File: src/rtl/fbsw_pkg.sv
package fbsw_pkg;
  localparam int FBSW_XW = 9;
  localparam int FBSW_YW = 9;
  localparam int FBSW_CW = 12;
  localparam int FBSW_IW = 16;
  localparam int FBSW_NBANK = 2;

  typedef enum logic {ROLE_SCAN = 1'b0, ROLE_DRAW = 1'b1} bank_role_e;

  function automatic logic other_bank(input logic b);
    return ~b;
  endfunction
endpackage

File: src/rtl/fbsw_role_ctrl.sv
module fbsw_role_ctrl (
  input  logic clk,
  input  logic rst_n,
  input  logic swap_req,
  input  logic frame_start,
  output logic live_q,
  output logic swap_now
);
  logic pend_q;
  logic want;

  assign want     = pend_q | swap_req;
  assign swap_now = frame_start & want;

  always_ff @(posedge clk or negedge rst_n) begin
    if (!rst_n) begin
      live_q <= 1'b0;
      pend_q <= 1'b0;
    end else begin
      if (swap_now) begin
        live_q <= fbsw_pkg::other_bank(live_q);
        pend_q <= 1'b0;
      end else if (swap_req) begin
        pend_q <= 1'b1;
      end
    end
  end
endmodule

File: src/rtl/fbsw_draw_stage.sv
module fbsw_draw_stage #(
  parameter int AW = 18,
  parameter int CW = 12
) (
  input  logic          clk,
  input  logic          rst_n,
  input  logic          take,
  input  logic [AW-1:0] in_addr,
  input  logic [CW-1:0] in_color,
  input  logic          in_bank,
  output logic          q_we,
  output logic          q_bank,
  output logic [AW-1:0] q_addr,
  output logic [CW-1:0] q_color
);
  always_ff @(posedge clk or negedge rst_n) begin
    if (!rst_n) begin
      q_we    <= 1'b0;
      q_bank  <= 1'b1;
      q_addr  <= '0;
      q_color <= '0;
    end else begin
      q_we <= take;
      if (take) begin
        q_bank  <= in_bank;
        q_addr  <= in_addr;
        q_color <= in_color;
      end
    end
  end
endmodule

File: src/rtl/fbsw_bank_port.sv
module fbsw_bank_port #(
  parameter int   AW      = 18,
  parameter int   CW      = 12,
  parameter logic BANK_ID = 1'b0
) (
  input  logic          live,
  input  logic [AW-1:0] scan_addr,
  input  logic          d_we,
  input  logic          d_bank,
  input  logic [AW-1:0] d_addr,
  input  logic [CW-1:0] d_color,
  output logic [AW-1:0] addr,
  output logic [CW-1:0] wdata,
  output logic          we,
  output logic          scan_en,
  output logic          draw_en
);
  fbsw_pkg::bank_role_e role;

  assign role    = (live == BANK_ID) ? fbsw_pkg::ROLE_SCAN : fbsw_pkg::ROLE_DRAW;
  assign scan_en = (role == fbsw_pkg::ROLE_SCAN);
  assign draw_en = (role == fbsw_pkg::ROLE_DRAW);

  always_comb begin
    addr  = '0;
    wdata = '0;
    we    = 1'b0;
    unique case (role)
      fbsw_pkg::ROLE_SCAN: addr = scan_addr;
      fbsw_pkg::ROLE_DRAW: begin
        addr  = d_addr;
        wdata = d_color;
        we    = d_we & (d_bank == BANK_ID);
      end
      default: ;
    endcase
  end
endmodule

File: src/rtl/fbsw_read_return.sv
module fbsw_read_return #(
  parameter int CW    = 12,
  parameter int NBANK = 2
) (
  input  logic                clk,
  input  logic                rst_n,
  input  logic                live,
  input  logic [NBANK*CW-1:0] rdata_all,
  output logic [CW-1:0]       rdata
);
  logic sel_q;

  always_ff @(posedge clk or negedge rst_n) begin
    if (!rst_n) sel_q <= 1'b0;
    else        sel_q <= live;
  end

  assign rdata = rdata_all[sel_q*CW +: CW];
endmodule

File: src/rtl/fb_bank_switch.sv
module fb_bank_switch #(
  parameter int XW = fbsw_pkg::FBSW_XW,
  parameter int YW = fbsw_pkg::FBSW_YW,
  parameter int CW = fbsw_pkg::FBSW_CW,
  parameter int IW = fbsw_pkg::FBSW_IW,
  localparam int AW = XW + YW,
  localparam int NB = fbsw_pkg::FBSW_NBANK
) (
  input  logic             clk,
  input  logic             rst_n,
  input  logic             frame_start,
  input  logic             swap_req,
  output logic             live_bank,
  input  logic [XW-1:0]    scan_x,
  input  logic [YW-1:0]    scan_y,
  output logic [CW-1:0]    scan_rdata,
  input  logic             wr_valid,
  output logic             wr_ready,
  input  logic [XW-1:0]    wr_x,
  input  logic [YW-1:0]    wr_y,
  input  logic [IW-1:0]    wr_data,
  output logic [NB*AW-1:0] mem_addr,
  output logic [NB*CW-1:0] mem_wdata,
  output logic [NB-1:0]    mem_we,
  output logic [NB-1:0]    mem_scan_en,
  output logic [NB-1:0]    mem_draw_en,
  input  logic [NB*CW-1:0] mem_rdata
);
  logic          swap_now;
  logic          take;
  logic          d_we, d_bank;
  logic [AW-1:0] d_addr;
  logic [CW-1:0] d_color;
  logic [AW-1:0] scan_addr;

  fbsw_role_ctrl u_role (
    .clk(clk), .rst_n(rst_n), .swap_req(swap_req),
    .frame_start(frame_start), .live_q(live_bank), .swap_now(swap_now)
  );

  assign wr_ready  = ~swap_now;
  assign take      = wr_valid & wr_ready;
  assign scan_addr = {scan_y, scan_x};

  fbsw_draw_stage #(.AW(AW), .CW(CW)) u_draw (
    .clk(clk), .rst_n(rst_n), .take(take),
    .in_addr({wr_y, wr_x}), .in_color(wr_data[CW-1:0]),
    .in_bank(fbsw_pkg::other_bank(live_bank)),
    .q_we(d_we), .q_bank(d_bank), .q_addr(d_addr), .q_color(d_color)
  );

  for (genvar b = 0; b < NB; b++) begin : g_bank
    fbsw_bank_port #(.AW(AW), .CW(CW), .BANK_ID(b[0])) u_port (
      .live(live_bank), .scan_addr(scan_addr),
      .d_we(d_we), .d_bank(d_bank), .d_addr(d_addr), .d_color(d_color),
      .addr(mem_addr[b*AW +: AW]), .wdata(mem_wdata[b*CW +: CW]),
      .we(mem_we[b]), .scan_en(mem_scan_en[b]), .draw_en(mem_draw_en[b])
    );
  end

  fbsw_read_return #(.CW(CW), .NBANK(NB)) u_ret (
    .clk(clk), .rst_n(rst_n), .live(live_bank),
    .rdata_all(mem_rdata), .rdata(scan_rdata)
  );
endmodule

File: config.mk
export PLATFORM = sky130hd
export DESIGN_NAME = fb_bank_switch
export DESIGN_NICKNAME = d
export VERILOG_FILES = /design/src/rtl/fbsw_pkg.sv /design/src/rtl/fbsw_role_ctrl.sv /design/src/rtl/fbsw_draw_stage.sv /design/src/rtl/fbsw_bank_port.sv /design/src/rtl/fbsw_read_return.sv /design/src/rtl/fb_bank_switch.sv
export SDC_FILE = /design/constraint.sdc
export NUM_CORES = 1
export LEC_CHECK = 0
export ABC_CLOCK_PERIOD_IN_PS = 1500
export BUFFER_PORTS_ARGS = -buffer_cell sky130_fd_sc_hd__buf_2
export CAP_MARGIN = 20
export CORE_ASPECT_RATIO = 2
export CORE_MARGIN = 8
export CORE_UTILIZATION = 45
export CTS_CLUSTER_DIAMETER = 80
export DETAILED_ROUTE_END_ITERATION = 12
export GPL_ROUTABILITY_DRIVEN = 0
export PLACE_DENSITY = 0.9
export SYNTH_ARGS = -nofsm -noshare
export SYNTH_HDL_FRONTEND = slang
export SYNTH_SLANG_ARGS = --single-unit
File: constraint.sdc
create_clock -name clk -period 1.5 [get_ports clk]
set_clock_uncertainty 0.05 [all_clocks]
set_input_delay 0.225 -clock clk [delete_from_list [all_inputs] [get_ports clk]]
set_output_delay 0.225 -clock clk [all_outputs]
set_load 0.02 [all_outputs]
==> run metrics <==
Core Area=6010 um^2; FP Rows=40; DPL Wire Length=6.42 mm; ant diodes=0; initial antenna violation count=0; CTS Sinks=35; setup_tns=-10.97 ns; global-route wire length before repair=13.3 mm; clock-pin slew on the worst setup and hold paths=0.06 ns; Wirelength per Cell=20.4 um; final antenna-violating net count=0; Slew @ Worst Pin=0.455 ns; router iterations before antenna repair=4; largest net degree at the start of global routing=64; Synthesis Warnings=0; Final WS setup=-0.225 ns; CP Cell Sequence=clkbuf_16, mux2_2, buf_2; Cell Pwr Density=1700 nW/um^2; endpoint class of the critical path=primary output; WHS=0.168 ns; syn avg cell area=10.1 um^2; failing checks=setup timing; CTS Buf Count=5; Die Height=127 um; Congestion Overflow GR=0; Final Hold Vio Count=0; M1 WL=3.63 mm; vias per cell=5.65; part of the Yosys area used for sequential elements=31.5%; arrival time worst endpoint=1.45 ns; DR iter-0 viols=149; I/O Pins=161; CTS tree=built; vias in the first global route=2,719; Worst Path Max Fanout=15; dpl ws=0.0997 ns; slowest stage cell, crit path=dfrtp_2; CP startpoint kind=register; Skew-Pair Late Insertion Delay=0.28 ns; Top Layer Used=met4; DRC=0; DR WL met2=5.55 mm; Max-Cap Viols=0; Fill cells=416; P&R area growth vs syn=52.1%; GR Util All Layers=17.9%; layout cell share with drive strength beyond 1=65.2%; Synth cell types=19; syn_nets=357; Horiz. Die Dim=71.6 um; htree depth=2; maximum clock frequency=580 MHz; routed wl met3=618 um; Mapped Area=2780 um^2; Initial Util=46.4%; WL final=10.0 mm; Finish-stage setup viols=76; Worst R2R Path Depth=4; leak pwr=2.08 nW; run status=complete, but fails checks; Peak VDD IR=1.03 mV; Vias=2,773; path type of the worst setup path=register to primary output; Crit path required time=1.22 ns; PortBufs=156; Hold WC Path Type=input port to register; CP peak stage delay=0.46 ns; Layout Nets=508; hold depth=3; Die Footprint=9110 um^2; RSZ-0062 raised after global routing=true; Synth Instances=276; normalized max-slew margin=69.6%; Slew Limit Fails=0; post-layout min period=1.73 ns; Clock Tree Buf Depth=2; Tcrit/Tclk final=115%; CTS Root Cell=clkbuf_16; Seq cells post-synth=35
-- synth_stat cells --
| cell type | instances | area, um^2 |
|---|---|---|
| and2_1 | 13 | 81.3 |
| and3_1 | 1 | 6.26 |
| buf_2 | 10 | 50.1 |
| buf_4 | 11 | 82.6 |
| buf_6 | 5 | 56.3 |
| clkbuf_1 | 10 | 37.5 |
| dfrtp_1 | 34 | 851 |
| dfstp_2 | 1 | 26.3 |
| inv_1 | 2 | 7.51 |
| mux2_2 | 48 | 541 |
| nand2_1 | 30 | 113 |
| nand2b_1 | 32 | 200 |
| nor2_1 | 2 | 7.51 |
| nor2b_1 | 12 | 75.1 |
| nor3b_1 | 1 | 7.51 |
| o211ai_1 | 33 | 248 |
| o211ai_2 | 29 | 363 |
| o21a_4 | 1 | 15.0 |
| xnor2_2 | 1 | 16.3 |
-- path summary, 6_finish.rpt --
path / from / end / slack [ns]
min in group asynchronous: rst_n / u_draw.q_addr[5] / 0.40
setup / recovery: u_role.live_q / mem_addr[11] / -0.23
hold / removal: wr_x[1] / u_draw.q_addr[1] / 0.17
max in group asynchronous: rst_n / u_draw.q_bank / 0.45
setup reg to reg: u_role.pend_q / u_draw.q_addr[16] / 0.25
hold reg to reg: u_draw.q_addr[3] / u_draw.q_addr[3] / 0.50
-- per-stage QoR --
stage / total power, W / util [%] / area (um^2) / instances
after floorplan: 0.00389 / - / 2790 / 276
after global placement: 0.00485 / 59.5 / 3580 / 470
after detailed placement: 0.00495 / 59.5 / 3580 / 470
after CTS: 0.00614 / 62.9 / 3780 / 479
after global routing: 0.00745 / 70.5 / 4230 / 491
final: 0.00718 / 70.5 / 4230 / 491
-- cells by family (layout without fill, tap and decap cells) --
kind of cell	count (synthesis)	in the layout	synth area share, %
AND/OR/NAND/NOR	91	91	17.6
buffers and inverters	38	190	8.40
flip-flops	35	35	31.5
AO/OA/AOI/OAI	63	63	22.5
multiplexers	48	48	19.4
XOR/XNOR	1	1	0.584
-- where the power goes --
| group | total (W) | internal (W) | switching, W |
|---|---|---|---|
| sequential | 0.00135 | 0.00113 | 0.000223 |
| combinational | 0.00473 | 0.00237 | 0.00236 |
| clock | 0.00109 | 0.000707 | 0.000385 |
| total | 0.00718 | 0.00421 | 0.00297 |
-- sequential cells by signal (all words and copies together), names as in the netlist --
| signal | cells |
|---|---|
| u_draw.q_addr | 18 |
| u_draw.q_bank | 1 |
| u_draw.q_color | 12 |
| u_draw.q_we | 1 |
| u_ret.sel_q | 1 |
| u_role.live_q | 1 |
| u_role.pend_q | 1 |
-- cells in the final DEF, fill, tap and decap left out, drive strengths merged --
master and count:
dfstp 1, mux2 48, o21a 1, nor2b 12, nor3b 1, buf 176, nor2 2, and2 13
nand2 30, nand2b 32, clkbuf 11, o211ai 62, dfrtp 34, dlygate4sd3 1, and3 1, xnor2 1
inv 2
-- repair_timing --
item                                    in CTS  in global routing
gates resized for setup                     11                 93
gates cloned                                 0                  4
endpoints found under the setup margin      52                 72
setup buffers                                0                  8
pin swaps                                    1                  0
hold buffers                                 1                  0
endpoints found under the hold margin       16                  0
-- final cells by class --
type | count | area (um^2) | area share (%)
Tap cell | 63 | 78.8 | 1.86
Sequential cell | 35 | 880 | 20.8
Clock buffer | 8 | 156 | 3.69
Timing Repair Buffer | 180 | 1310 | 30.9
Multi-Input combinational cell | 203 | 1800 | 42.6
Inverter | 2 | 7.51 | 0.177
-- worst max-delay path, delay by kind of cell, from the launching register on --
kind                   cells  cell delay (ns)
flip-flops                 1             0.46
buffers and inverters      2             0.37
multiplexers               1             0.34
-- metal layers --
metal	GRT usage [%]	vias up
met1	16.5	1365
met4	5.82	0
li1	-	1272
met3	6.11	16
met2	34.6	120
met5	0	-
Note: power is estimated with default switching activity, not from simulation.
